**src/rtl/cmp_pkg.sv**
```systemverilog
package cmp_pkg;

    localparam int unsigned SLICE_W    = 4;
    localparam int unsigned NUM_SLICES = 3;
    localparam int unsigned OPER_W     = SLICE_W * NUM_SLICES;

    // three-way relation carried between slices
    typedef struct packed {
        logic gt;
        logic eq;
        logic lt;
    } rel_t;

    // value fed into the least significant slice
    localparam rel_t REL_SEED = '{gt: 1'b0, eq: 1'b1, lt: 1'b0};

    // merge a local relation with the one arriving from below
    function automatic rel_t rel_merge(input rel_t local_r, input rel_t below_r);
        rel_t r;
        r.gt = local_r.gt | (local_r.eq & below_r.gt);
        r.eq = local_r.eq & below_r.eq;
        r.lt = local_r.lt | (local_r.eq & below_r.lt);
        return r;
    endfunction

endpackage

```
**src/rtl/cmp_slice.sv**
```systemverilog
module cmp_slice
    import cmp_pkg::*;
#(
    parameter int unsigned W = SLICE_W
) (
    input  logic [W-1:0] a,
    input  logic [W-1:0] b,
    input  rel_t         rel_in,
    output rel_t         rel_out
);

    rel_t local_r;

    // scan from the top bit: the first unequal pair decides
    always_comb begin
        logic decided;
        local_r  = '{gt: 1'b0, eq: 1'b1, lt: 1'b0};
        decided  = 1'b0;
        for (int i = W - 1; i >= 0; i--) begin
            if (!decided && (a[i] != b[i])) begin
                decided    = 1'b1;
                local_r.eq = 1'b0;
                local_r.gt = a[i];
                local_r.lt = b[i];
            end
        end
    end

    assign rel_out = rel_merge(local_r, rel_in);

endmodule

```
**src/rtl/cmp_chain.sv**
```systemverilog
module cmp_chain
    import cmp_pkg::*;
#(
    parameter int unsigned SW = SLICE_W,
    parameter int unsigned NS = NUM_SLICES,
    localparam int unsigned W = SW * NS
) (
    input  logic [W-1:0] a,
    input  logic [W-1:0] b,
    output rel_t         rel
);

    rel_t link [NS+1];

    assign link[0] = REL_SEED;

    for (genvar s = 0; s < NS; s++) begin : g_slice
        cmp_slice #(.W(SW)) u_slice (
            .a       (a[s*SW +: SW]),
            .b       (b[s*SW +: SW]),
            .rel_in  (link[s]),
            .rel_out (link[s+1])
        );
    end

    assign rel = link[NS];

endmodule

```
**src/rtl/minmax_mux.sv**
```systemverilog
module minmax_mux #(
    parameter int unsigned W = 12
) (
    input  logic [W-1:0] a,
    input  logic [W-1:0] b,
    input  logic         a_greater,
    input  logic         pick_min,
    output logic [W-1:0] res
);

    // take b when it is the wanted extreme, otherwise a
    always_comb begin
        if (pick_min) res = a_greater ? b : a;
        else          res = a_greater ? a : b;
    end

endmodule

```
**src/rtl/cmp12_minmax_sel.sv**
```systemverilog
module cmp12_minmax_sel
    import cmp_pkg::*;
#(
    parameter int unsigned SW = SLICE_W,
    parameter int unsigned NS = NUM_SLICES,
    localparam int unsigned W = SW * NS
) (
    input  logic [W-1:0] opa_i,
    input  logic [W-1:0] opb_i,
    input  logic         pick_min_i,
    output logic [W-1:0] res_o,
    output logic         a_gt_o,
    output logic         a_eq_o,
    output logic         a_lt_o
);

    rel_t rel;

    cmp_chain #(.SW(SW), .NS(NS)) u_chain (
        .a   (opa_i),
        .b   (opb_i),
        .rel (rel)
    );

    minmax_mux #(.W(W)) u_mux (
        .a         (opa_i),
        .b         (opb_i),
        .a_greater (rel.gt),
        .pick_min  (pick_min_i),
        .res       (res_o)
    );

    assign a_gt_o = rel.gt;
    assign a_eq_o = rel.eq;
    assign a_lt_o = rel.lt;

endmodule

```
**config.mk**
```make
export PLATFORM = sky130hd
export DESIGN_NAME = cmp12_minmax_sel
export DESIGN_NICKNAME = d
export VERILOG_FILES = /design/src/rtl/cmp_pkg.sv /design/src/rtl/cmp_slice.sv /design/src/rtl/cmp_chain.sv /design/src/rtl/minmax_mux.sv /design/src/rtl/cmp12_minmax_sel.sv
export SDC_FILE = /design/constraint.sdc
export NUM_CORES = 1
export LEC_CHECK = 0
export CAP_MARGIN = 20
export CORE_MARGIN = 4
export CORE_UTILIZATION = 40
export DETAILED_ROUTE_END_ITERATION = 12
export PLACE_DENSITY = 0.84
export SLEW_MARGIN = 20
export SYNTH_ARGS = -nofsm -noshare
export SYNTH_HDL_FRONTEND = slang
export SYNTH_SLANG_ARGS = --single-unit
```
**constraint.sdc**
```tcl
create_clock -name vclk -period 5.3
set_input_delay 1.06 -clock vclk [all_inputs]
set_output_delay 1.06 -clock vclk [all_outputs]
set_load 0.1 [all_outputs]
```
==> flow_metrics.tcl <==
set metrics [dict create \
    outcome "complete, no violations" \
    gp_congestion 0.8979 \
    seqCellArea_sq_um 0 \
    yosysUniqueCellTypes 40 \
    nClkBuffers 0 \
    timing.hold.worst_path_depth 4 \
    grt_first_pass_wirelength_microns 3877 \
    rsz0062_at_grt "false" \
    powerDensity_mw_per_mm2 221.2 \
    avgSynthCellArea_sq_um 7.666 \
    fmax_ghz 0.2083 \
    endpoint_kind "output pin" \
    slew_violations 0 \
    overflow 0 \
    totalPowerFinal_mw 0.3111 \
    finalSetupViolCount 0 \
    drt-met1-wl_microns 1035 \
    hp-start "opa_i[3]" \
    crit_chain "clkdlybuf4s50_1 > inv_1 > ha_1 > nand3b_1 > a31oi_1 > nor3b_1 > o21ai_0 > o211ai_2 > xor2_2 > buf_4 > mux2_2 > buf_12" \
    rows 16 \
    grt_pass1_vias 954 \
    dieArea_sq_mm 0.002907 \
    drt_iter0_markers 17 \
    initial_core_util_pct 42.55 \
    grt_max_degree 9 \
    grtUsageTotal_pct 16.99 \
    via_per_inst 5.503 \
    vias 963 \
    antenna_found_initial 0 \
    sequential_cell_total 0 \
    die_x_microns 53.92 \
    ys_seq_area_share_pct 0 \
    hold_violations 0 \
    critPathKind "input pin to output pin" \
    fill_cells 152 \
    min_path_type "input pin to output pin" \
    required_ns 4.24 \
    slowest_delay_ns 0.48 \
    drive_gt1_share_pct 26.35 \
    fin_crit_sh_pct 90.58 \
    stdcell_area_sq_mm 0.001406 \
    cts_hold_buf 0 \
    arrival_ns 3.74 \
    timing.final.ws_setup_ns 0.4993 \
    cts_setup_buffers 0 \
    dp_hpwl_microns 1989 \
    drt_wl_total_microns 2322 \
    n_antenna_cell 0 \
    portBuffers 40 \
    cts_resized 0 \
    worstMarginPinSlew_ns 0.3999 \
    drt-pass1-iter-count 4 \
    drtAntennaViolNets 0 \
    wl_met2_microns 1113 \
    maxCapViolCount 0 \
    dr.max_layer_used "met4" \
    ios 40 \
    chipHeight_microns 53.92 \
    fin_crit_ns 4.801 \
    area_growth_pct 66.77 \
    cp-start-kind "input pin" \
    crit_family "buffers and inverters" \
    cp_max_fo 7 \
    synthCells 110 \
    placed_cell_area_sq_mm 0.001406 \
    core_area_sq_mm 0.001982 \
    synth_area_sq_um 843.3 \
    crit_start "opa_i[11]" \
    critPathBufInv 4 \
    dp_slack_ns 0.5494 \
    ir_worst_vdd_mv 0.1646 \
    routed-wl-met3_microns 156 \
    wl_per_cell_microns 13.27 \
    holdPathEnd "res_o[3]" \
    maxSlewHeadroom_pct 73.15 \
    worst_path_max_delay_cell "clkdlybuf4s50_1" \
    finalSetupTns_ns 0 \
    leakage_nw 0.5968 \
    synthesis.nets 141 \
    synth_warnings 0 \
    drc 0 \
    layout.nets 181 \
]
worst max-delay path by stage:
stage | end | depth (start not counted)
floorplan | res_o[11] | 10
global placement | res_o[0] | 12
detailed placement | res_o[0] | 12
CTS | res_o[0] | 12
global route | res_o[0] | 12
finish | res_o[0] | 12
power by group:
part / internal (mW) / switching (mW) / leakage (nW)
Combinational: 0.122 / 0.189 / 0.597
Sequential: 0 / 0 / 0
Clock: 0 / 0 / 0
Total: 0.122 / 0.189 / 0.597
cells in the mapped netlist:
| master | instances | area, sq um |
|---|---|---|
| and3_1 | 1 | 6.260 |
| o211ai_1 | 1 | 7.510 |
| mux2_4 | 5 | 75.07 |
| xnor2_2 | 1 | 16.27 |
| o211ai_2 | 2 | 25.02 |
| maj3_2 | 1 | 11.26 |
| xor2_2 | 1 | 16.27 |
| nor2_1 | 1 | 3.750 |
| nand2b_1 | 3 | 18.77 |
| a211oi_1 | 1 | 7.510 |
| or2b_1 | 1 | 7.510 |
| a211oi_2 | 1 | 12.51 |
| o22ai_1 | 1 | 6.260 |
| buf_6 | 1 | 11.26 |
| nor3b_1 | 1 | 7.510 |
| a22oi_1 | 4 | 30.03 |
| clkbuf_1 | 2 | 7.510 |
| nand3_1 | 3 | 15.01 |
| mux2i_1 | 9 | 90.09 |
| o221a_2 | 1 | 11.26 |
| nand4_2 | 1 | 12.51 |
| nor4_1 | 1 | 6.260 |
| inv_1 | 14 | 52.55 |
| nand4_1 | 3 | 18.77 |
| xnor2_1 | 6 | 52.55 |
| nor2b_1 | 7 | 43.79 |
| or2_1 | 1 | 6.260 |
| a2bb2oi_1 | 1 | 8.760 |
| a21oi_1 | 2 | 10.01 |
| nand3b_1 | 4 | 30.03 |
| a31oi_1 | 2 | 12.51 |
| a41oi_1 | 1 | 8.760 |
| xor2_1 | 1 | 8.760 |
| nand2_1 | 5 | 18.77 |
| ha_1 | 6 | 75.07 |
| mux2_2 | 2 | 22.52 |
| buf_2 | 1 | 5.000 |
| a32oi_1 | 1 | 8.760 |
| o21ai_0 | 9 | 45.04 |
| a21bo_2 | 1 | 10.01 |
metrics by stage:
stage	util (%)	cells	hold slack, ns
4_1_cts	70.96	175	2.908
2_1_floorplan	-	110	2.440
6_report	70.96	175	2.898
3_5_place_dp	70.96	175	2.902
5_1_grt	70.96	175	2.946
3_3_place_gp	70.96	175	2.895
cells by family after synthesis:
logic type / count (synthesis) / share of synthesized area (%)
AOI/OAI and AO/OA: 28 / 24.18
xor gates and xnor gates: 9 / 11.13
adders and majority gates: 7 / 10.24
buffers and inverters: 18 / 9.050
muxes: 16 / 22.26
and+or+nand+nor: 32 / 23.15
worst min-delay path, cell delays in order:
cell and delay [ns]:
clkdlybuf4s50_1 0.42, inv_1 0.09, mux2i_2 0.09, buf_12 0.17
cell type report:
cell class | instances | area (sq um) | share of cell area (%)
multi-input combinational | 92 | 792.0 | 56.32
timing repair buffer | 42 | 528.0 | 37.54
inverter | 14 | 52.55 | 3.737
tap | 27 | 33.78 | 2.402
cells in the final DEF (no fill, tap or decap), drive strengths merged:
master         Yosys  routed
o22ai              1       1
maj3               1       1
o221a              1       1
nor2b              7       7
buf                2      17
nand2b             3       3
a32oi              1       1
a21bo              1       1
a2bb2oi            1       1
o211ai             3       3
nand3              3       3
xnor2              7       7
xor2               2       2
nor3b              1       1
a22oi              4       4
ha                 6       6
nor4               1       1
a31oi              2       2
clkdlybuf4s50      0      25
nand3b             4       4
nand2              5       5
nor2               1       1
o21ai              9       9
mux2               7       7
a41oi              1       1
a211oi             2       2
or2b               1       1
or2                1       1
nand4              4       4
and3               1       1
mux2i              9       9
a21oi              2       2
inv               14      14
routing by layer:
metal / vias up / global-route usage (%)
met5: - / 0
met4: 0 / 2.553
met1: 447 / 21.88
met3: 2 / 1.108
li1: 477 / -
met2: 37 / 31.05
No activity file was read; power rests on OpenSTA's default activity.
